File: src/rtl/rtc_tick_pkg.sv
package rtc_tick_pkg;
  // Byte offsets on the register bus
  localparam logic [7:0] OFF_COUNT  = 8'h00;
  localparam logic [7:0] OFF_ALM0   = 8'h04;
  localparam logic [7:0] OFF_STATUS = 8'h08;
  localparam logic [7:0] OFF_DIV    = 8'h0C;
  localparam logic [7:0] OFF_ALM1   = 8'h18;
  localparam logic [7:0] OFF_CLKSEL = 8'h1C;
  localparam logic [7:0] OFF_SCRAT  = 8'h40;

  // Event sources, index into flag/enable vectors
  localparam int EV_ALM0 = 0;
  localparam int EV_TICK = 1;
  localparam int EV_ALM1 = 2;
  localparam int N_EV    = 3;
  localparam int N_ALARM = 2;

  localparam logic [1:0] CLKSEL_RUN = 2'b11;

  // Status word layout: flags at 0,1,4 and enables at 2,3,6
  function automatic logic [N_EV-1:0] flag_field(input logic [31:0] w);
    return {w[4], w[1], w[0]};
  endfunction

  function automatic logic [N_EV-1:0] en_field(input logic [31:0] w);
    return {w[6], w[3], w[2]};
  endfunction

  function automatic logic [31:0] pack_status(input logic [N_EV-1:0] fl,
                                              input logic [N_EV-1:0] en);
    logic [31:0] w;
    w    = '0;
    w[0] = fl[EV_ALM0];
    w[1] = fl[EV_TICK];
    w[2] = en[EV_ALM0];
    w[3] = en[EV_TICK];
    w[4] = fl[EV_ALM1];
    w[6] = en[EV_ALM1];
    return w;
  endfunction
endpackage

File: src/rtl/rtc_prescaler.sv
module rtc_prescaler #(
  parameter int DIV_W = 16
) (
  input  logic             clk,
  input  logic             rst,
  input  logic             run,
  input  logic             restart,
  input  logic [DIV_W-1:0] div,
  output logic             tick
);
  localparam int PC_W = DIV_W + 1;

  logic [PC_W-1:0] pc_q;
  logic [PC_W-1:0] last_val;

  // Period is 2*(div+1) cycles: count 0 .. 2*div+1
  assign last_val = {div, 1'b1};
  assign tick     = run && (pc_q == last_val);

  always_ff @(posedge clk) begin
    if (rst || !run || restart) begin
      pc_q <= '0;
    end else if (tick) begin
      pc_q <= '0;
    end else begin
      pc_q <= pc_q + 1'b1;
    end
  end
endmodule

File: src/rtl/rtc_counter.sv
module rtc_counter #(
  parameter int CNT_W = 32
) (
  input  logic             clk,
  input  logic             rst,
  input  logic             wr,
  input  logic [CNT_W-1:0] wdata,
  input  logic             tick,
  output logic [CNT_W-1:0] count
);
  always_ff @(posedge clk) begin
    if (rst) begin
      count <= '0;
    end else if (wr) begin
      count <= wdata;
    end else if (tick) begin
      count <= count + 1'b1;
    end
  end
endmodule

File: src/rtl/rtc_alarm_cmp.sv
module rtc_alarm_cmp #(
  parameter int CNT_W = 32
) (
  input  logic             clk,
  input  logic             rst,
  input  logic             wr,
  input  logic [CNT_W-1:0] wdata,
  input  logic             cnt_wr,
  input  logic [CNT_W-1:0] count,
  output logic [CNT_W-1:0] alarm_q,
  output logic             hit
);
  logic match;
  logic seen_q;

  assign match = (count == alarm_q);
  // Fire only when equality is new; a rewrite of either side re-arms
  assign hit   = match && !seen_q;

  always_ff @(posedge clk) begin
    if (rst) begin
      alarm_q <= '0;
      seen_q  <= 1'b1;
    end else begin
      if (wr) begin
        alarm_q <= wdata;
      end
      if (wr || cnt_wr) begin
        seen_q <= 1'b0;
      end else begin
        seen_q <= match;
      end
    end
  end
endmodule

File: src/rtl/rtc_status.sv
module rtc_status #(
  parameter int N = 3
) (
  input  logic         clk,
  input  logic         rst,
  input  logic         wr,
  input  logic [N-1:0] clr,
  input  logic [N-1:0] en_in,
  input  logic [N-1:0] events,
  output logic [N-1:0] flags,
  output logic [N-1:0] enables,
  output logic         irq_q
);
  logic [N-1:0] clr_mask;

  assign clr_mask = wr ? clr : '0;

  always_ff @(posedge clk) begin
    if (rst) begin
      flags   <= '0;
      enables <= '0;
      irq_q   <= 1'b0;
    end else begin
      flags <= (flags & ~clr_mask) | events;
      if (wr) begin
        enables <= en_in;
      end
      irq_q <= |(flags & enables);
    end
  end
endmodule

File: src/rtl/rtc_tick_timer.sv
module rtc_tick_timer #(
  parameter int          CNT_W     = 32,
  parameter int          DIV_W     = 16,
  parameter int          ADDR_W    = 8,
  parameter int unsigned DIV_RESET = 1023
) (
  input  logic              clk,
  input  logic              rst,
  input  logic [ADDR_W-1:0] bus_addr,
  input  logic              bus_wr,
  input  logic              bus_rd,
  input  logic [CNT_W-1:0]  bus_wdata,
  output logic [CNT_W-1:0]  bus_rdata,
  output logic              irq,
  output logic              wake
);
  import rtc_tick_pkg::*;

  logic [7:0]       off;
  logic             cnt_wr, stat_wr, div_wr, sel_wr, scr_wr;
  logic [N_ALARM-1:0] alm_wr;
  logic [DIV_W-1:0] div_q;
  logic [1:0]       clk_sel_q;
  logic [CNT_W-1:0] scratch_q;
  logic [CNT_W-1:0] count_q;
  logic [CNT_W-1:0] alarm_val [N_ALARM];
  logic [N_ALARM-1:0] alarm_hit;
  logic             tick;
  logic             run;
  logic [N_EV-1:0]  events;
  logic [N_EV-1:0]  flags;
  logic [N_EV-1:0]  enables;
  logic             irq_q;
  logic [31:0]      status_word;
  logic [CNT_W-1:0] rd_mux;

  assign off     = 8'(bus_addr);
  assign cnt_wr  = bus_wr && (off == OFF_COUNT);
  assign stat_wr = bus_wr && (off == OFF_STATUS);
  assign div_wr  = bus_wr && (off == OFF_DIV);
  assign sel_wr  = bus_wr && (off == OFF_CLKSEL);
  assign scr_wr  = bus_wr && (off == OFF_SCRAT);
  assign alm_wr[0] = bus_wr && (off == OFF_ALM0);
  assign alm_wr[1] = bus_wr && (off == OFF_ALM1);
  assign run     = (clk_sel_q == CLKSEL_RUN);

  // Plain configuration and scratch storage
  always_ff @(posedge clk) begin
    if (rst) begin
      div_q     <= DIV_W'(DIV_RESET);
      clk_sel_q <= CLKSEL_RUN;
      scratch_q <= '0;
    end else begin
      if (div_wr) div_q     <= bus_wdata[DIV_W-1:0];
      if (sel_wr) clk_sel_q <= bus_wdata[1:0];
      if (scr_wr) scratch_q <= bus_wdata;
    end
  end

  rtc_prescaler #(.DIV_W(DIV_W)) u_presc (
    .clk     (clk),
    .rst     (rst),
    .run     (run),
    .restart (div_wr),
    .div     (div_q),
    .tick    (tick)
  );

  rtc_counter #(.CNT_W(CNT_W)) u_count (
    .clk   (clk),
    .rst   (rst),
    .wr    (cnt_wr),
    .wdata (bus_wdata),
    .tick  (tick),
    .count (count_q)
  );

  for (genvar g = 0; g < N_ALARM; g++) begin : g_alarm
    rtc_alarm_cmp #(.CNT_W(CNT_W)) u_cmp (
      .clk     (clk),
      .rst     (rst),
      .wr      (alm_wr[g]),
      .wdata   (bus_wdata),
      .cnt_wr  (cnt_wr),
      .count   (count_q),
      .alarm_q (alarm_val[g]),
      .hit     (alarm_hit[g])
    );
  end

  assign events[EV_ALM0] = alarm_hit[0];
  assign events[EV_TICK] = tick;
  assign events[EV_ALM1] = alarm_hit[1];

  rtc_status #(.N(N_EV)) u_stat (
    .clk     (clk),
    .rst     (rst),
    .wr      (stat_wr),
    .clr     (flag_field(32'(bus_wdata))),
    .en_in   (en_field(32'(bus_wdata))),
    .events  (events),
    .flags   (flags),
    .enables (enables),
    .irq_q   (irq_q)
  );

  assign status_word = pack_status(flags, enables);
  assign irq  = irq_q;
  assign wake = irq_q;

  always_comb begin
    rd_mux = '0;
    case (off)
      OFF_COUNT:  rd_mux = count_q;
      OFF_ALM0:   rd_mux = alarm_val[0];
      OFF_ALM1:   rd_mux = alarm_val[1];
      OFF_STATUS: rd_mux = CNT_W'(status_word);
      OFF_DIV:    rd_mux = CNT_W'(div_q);
      OFF_CLKSEL: rd_mux = CNT_W'(clk_sel_q);
      OFF_SCRAT:  rd_mux = scratch_q;
      default:    rd_mux = '0;
    endcase
  end

  always_ff @(posedge clk) begin
    if (rst) begin
      bus_rdata <= '0;
    end else if (bus_rd) begin
      bus_rdata <= rd_mux;
    end
  end
endmodule

File: config.mk
export PLATFORM = sky130hd
export DESIGN_NAME = rtc_tick_timer
export DESIGN_NICKNAME = d
export VERILOG_FILES = /design/src/rtl/rtc_tick_pkg.sv /design/src/rtl/rtc_prescaler.sv /design/src/rtl/rtc_counter.sv /design/src/rtl/rtc_alarm_cmp.sv /design/src/rtl/rtc_status.sv /design/src/rtl/rtc_tick_timer.sv
export SDC_FILE = /design/constraint.sdc
export NUM_CORES = 1
export LEC_CHECK = 0
export ABC_CLOCK_PERIOD_IN_PS = 3000
export BUFFER_PORTS_ARGS = -buffer_cell sky130_fd_sc_hd__buf_2
export CAP_MARGIN = 25
export CORE_UTILIZATION = 60
export CTS_BUF_LIST = sky130_fd_sc_hd__clkbuf_8
export DETAILED_ROUTE_END_ITERATION = 8
export GPL_TIMING_DRIVEN = 0
export PLACE_DENSITY = 0.8
export SLEW_MARGIN = 20
export SYNTH_ARGS = -nofsm -noshare
export SYNTH_HDL_FRONTEND = slang
export SYNTH_SLANG_ARGS = --single-unit
File: constraint.sdc
create_clock -name clk -period 3 [get_ports clk]
set_clock_uncertainty 0.1 [all_clocks]
set_input_delay 0.45 -clock clk [delete_from_list [all_inputs] [get_ports clk]]
set_output_delay 0.45 -clock clk [all_outputs]
set_load 0.005 [all_outputs]
==> results.md <==
- Setup repair after global routing missed its margin: no
- CTS Root Buffer Type: sky130_fd_sc_hd__clkbuf_8
- Number of register bits inferred by synthesis: 204
- Main combinational cell family by area after synthesis: simple AND/OR/NAND/NOR gates
- Worst min-delay path class: in2reg
- Worst slack after detailed placement: -0.232 ns
- Power share of the combinational group: 0.040
- Relative slew slack: 0.341
- Top library cells by usage in the layout, fill and taps aside: sky130_fd_sc_hd__nand2_1, sky130_fd_sc_hd__dfxtp_1, sky130_fd_sc_hd__a21oi_1, sky130_fd_sc_hd__buf_2, sky130_fd_sc_hd__nor2_1
- Largest net degree at the start of global routing: 11
- Max Cap Violations: 0
- Non-filler cells, final: 1,568
- Multi-input logic area: 5290 um2
- Count of cells resized by post-cts repair: 0
- Largest incremental delay on the critical path: 0.77 ns
- I/O pin total: 78
- Area growth from synthesis to layout: 13.6%
- Floorplan core area: 16,100 um2
- Instance count along the most critical hold path: 3
- Cts hold-fix bufs: 0
- Peak supply drop: 0.000428 V
- Relative contribution of the clock network to total power: 0.470
- Category of the critical setup timing path: in2reg
- Post-synthesis instance total: 1,217
- Number of routed nets with antenna violations: 0
- Count of buffers from port buffering: 75
- Main synth FF type: sky130_fd_sc_hd__dfxtp_1
- Iteration-0 DRC count of the detailed router: 1,270
- Library cells used by synthesis: 54
- Endpoint arrival time on the critical path: 3.30 ns
- Final period demand of the worst path: 2.94 ns
- Synth Net Count: 1,263
- Sink Count: 204
- Transition at the pin with the smallest max-transition slack: 0.983 ns
- Vias post-DR: 9,676
- Number of cells on the worst reg-to-reg path: 6
- Share of synthesized cell area in and, or, nand and nor gates: 0.235
- Part of the total power dissipated in sequential elements: 0.490
- Die W: 131 um
- Storage element area: 4080 um2
- Setup Buffers After CTS: 0
- Number of filler instances in the final layout: 1,318
- Startpoint class of the critical path: input port
- Worst Setup End Kind: flop
- Switching power total: 1.32 mW
- Synth Warn #: 0
- Setup-violating endpoint count in the final report: 0
- Overall routing resource usage: 0.395
- Area fraction in compound gates after synthesis: 0.156
- Post-DR wirelength/cell: 21.0 um
- Drt via density: 6.17
- CP cell instances: clkbuf_1 -> nor4_2 -> nand2_1 -> nor3_2 -> clkbuf_1 -> a222oi_1 -> a21oi_1 -> a21o_1
- Cell area after technology mapping: 10000 um2
- Sequential element share of the synthesized area: 0.408
- Maximum level of the CTS H-tree: 2
- Clock tree from TritonCTS: yes
- Clock slew seen by the registers of the worst setup and hold paths: 0.07 ns
- Internal power: 4.25 mW
- Crit path buf inv count: 2
- Final critical-path share of the clock period: 0.980
- TritonCTS Buffers: 35
- LEAKAGE: 4.50 nW
- Most common cell after layout, fill and taps aside: sky130_fd_sc_hd__nand2_1
- Most numerous cell on the critical path: sky130_fd_sc_hd__clkbuf_1
- Effective utilization at floorplan: 0.623
- Family with the most delay on the worst path: simple AND/OR/NAND/NOR gates
- Cell count along the critical path: 8
- Weighted congestion at the end of routability-driven global placement: 0.994
- Fraction of final layout cells with drive strength greater than 1: 0.148
- Number of antenna violations at the first check in global routing: 0
- Via count of the first global-routing pass: 8,886
- Post-synth EDFFs: 0
- Rows: 46
- Post-detailed-routing wire length: 33,000 um
- Gr ovfl total: 0
- Height of the die: 131 um
- Placed Cells: 1,508
- Insertion delay to the later sink of the worst-skew pair: 0.55 ns
- Async set-or-reset flop fraction in the synthesized netlist: 0
- P per Cell Area: 490 nW/um2
- Adder-cell area share of the yosys netlist: 0.00250
- Worst EP required: 3.36 ns
- Net switching fraction of the power: 0.237
- Post-layout net count: 1,375
- DPL Wire Length: 23,900 um
- DIE AREA: 17,200 um2
- Final routed DRC violation total: 0
- Count of TritonRoute iterations in the first routing pass: 6
- Antenna diode count: 0
- Mean post-synth cell area: 8.22 um2
- Maximum buffer depth of the clock tree: 3
- Top achievable clock speed: 0.340 GHz
- Crit path max fanout: 10
- Global-route wire length before repair: 50,200 um
- Post-synthesis xor/xnor area fraction: 0.109
- Setup ws final: 0.0610 ns
- Number of hold violations in the final report: 0
- Max stage delay cell, worst path: sky130_fd_sc_hd__nor3_2
- Number of max-slew violations in the final report: 0
- Result of the run: finished, final reports clean
- Mux contribution to synthesized area: 0.0263
-- layout make-up --
class | count | share of cell area
Buffer | 110 | 0.0515
Clock buffer | 43 | 0.0521
Clock inverter | 17 | 0.0109
Inverter | 12 | 0.00396
Multi-Input combinational cell | 891 | 0.465
Sequential cell | 204 | 0.359
Tap cell | 216 | 0.0238
Timing Repair Buffer | 75 | 0.0330
-- power by group through the flow --
| stage | sequential (mW) | clock (mW) | combinational [mW] |
|---|---|---|---|
| 2_1_floorplan | 2.79 | 0 | 0.102 |
| 3_3_place_gp | 2.79 | 0 | 0.211 |
| 3_5_place_dp | 2.79 | 0 | 0.212 |
| 4_1_cts | 2.73 | 2.61 | 0.213 |
| 5_1_grt | 2.73 | 2.73 | 0.230 |
| 6_report | 2.73 | 2.62 | 0.220 |
-- logic make-up after synthesis --
kind of cell,Yosys count
compound gates,244
simple gates,499
xor+xnor,124
mux,22
buf+inv,122
fa+ha+maj,2
flops,204
-- through the flow --
stage,hold WS [ns],area (um2),power [mW],setup TNS (ns),util
global route,0.0906,11400,5.69,0,0.707
global placement,0.327,10600,3.00,-1.82,0.663
CTS,0.0767,11400,5.55,0,0.707
finish,0.0857,11400,5.57,0,0.707
floorplan,0.336,10000,2.89,0,-
detailed placement,0.334,10600,3.00,-5.03,0.663
-- cell usage after synthesis (all sizes together), types with 2 or more instances --
| cell type | count | area [um2] |
|---|---|---|
| a211o | 2 | 17.5 |
| a211oi | 30 | 230 |
| a21o | 17 | 128 |
| a21oi | 124 | 621 |
| a221oi | 11 | 96.3 |
| a222oi | 20 | 200 |
| a22oi | 4 | 30.0 |
| a311oi | 2 | 17.5 |
| a31o | 2 | 17.5 |
| and2 | 5 | 31.3 |
| and3 | 5 | 31.3 |
| buf | 37 | 225 |
| clkbuf | 73 | 360 |
| dfxtp | 204 | 4080 |
| ha | 2 | 25.0 |
| inv | 12 | 45.0 |
| mux2i | 18 | 180 |
| mux4 | 3 | 71.3 |
| nand2 | 290 | 1090 |
| nand3 | 22 | 115 |
| nand3b | 11 | 82.6 |
| nand4 | 15 | 109 |
| nor2 | 76 | 285 |
| nor2b | 6 | 37.5 |
| nor3 | 15 | 90.1 |
| nor3b | 2 | 15.0 |
| nor4 | 37 | 362 |
| o21ai | 20 | 100 |
| o22ai | 2 | 12.5 |
| o2bb2ai | 10 | 87.6 |
| or2 | 3 | 18.8 |
| or3 | 7 | 50.1 |
| or4 | 3 | 22.5 |
| xnor2 | 49 | 429 |
| xor2 | 75 | 657 |
-- worst paths after layout --
path	start	to	slack, ns
max	bus_addr[6]	bus_rdata[20]	0.06
min	bus_wdata[29]	scratch_q[29]	0.09
max reg2reg	u_count.count[6]	u_count.count[23]	0.33
min reg2reg	bus_rdata[23]	bus_rdata[23]	0.34
-- state kept, by name, indices dropped and copies added (netlist names) --
| signal | cells |
|---|---|
| u_count.count | 32 |
| u_stat.irq_q | 1 |
| scratch_q | 32 |
| clk_sel_q | 2 |
| u_stat.enables | 3 |
| u_stat.flags | 3 |
| g_alarm.u_cmp.alarm_q | 64 |
| bus_rdata | 32 |
| div_q | 16 |
| u_presc.pc_q | 17 |
| g_alarm.u_cmp.seen_q | 2 |
-- worst min-delay path: stages --
cell and delay [ns]:
sky130_fd_sc_hd__buf_2 0.13, sky130_fd_sc_hd__nand2_1 0.06, sky130_fd_sc_hd__a21oi_1 0.05
-- routing by layer --
layer | routed length (um) | GRT usage | up-vias
met3 | 3740 | 0.0893 | 122
met2 | 14600 | 0.614 | 640
met1 | 13100 | 0.513 | 4522
met5 | 0 | 0 | -
li1 | - | - | 4392
met4 | 1570 | 0.210 | 0
Power figures use the tool's default switching activity.
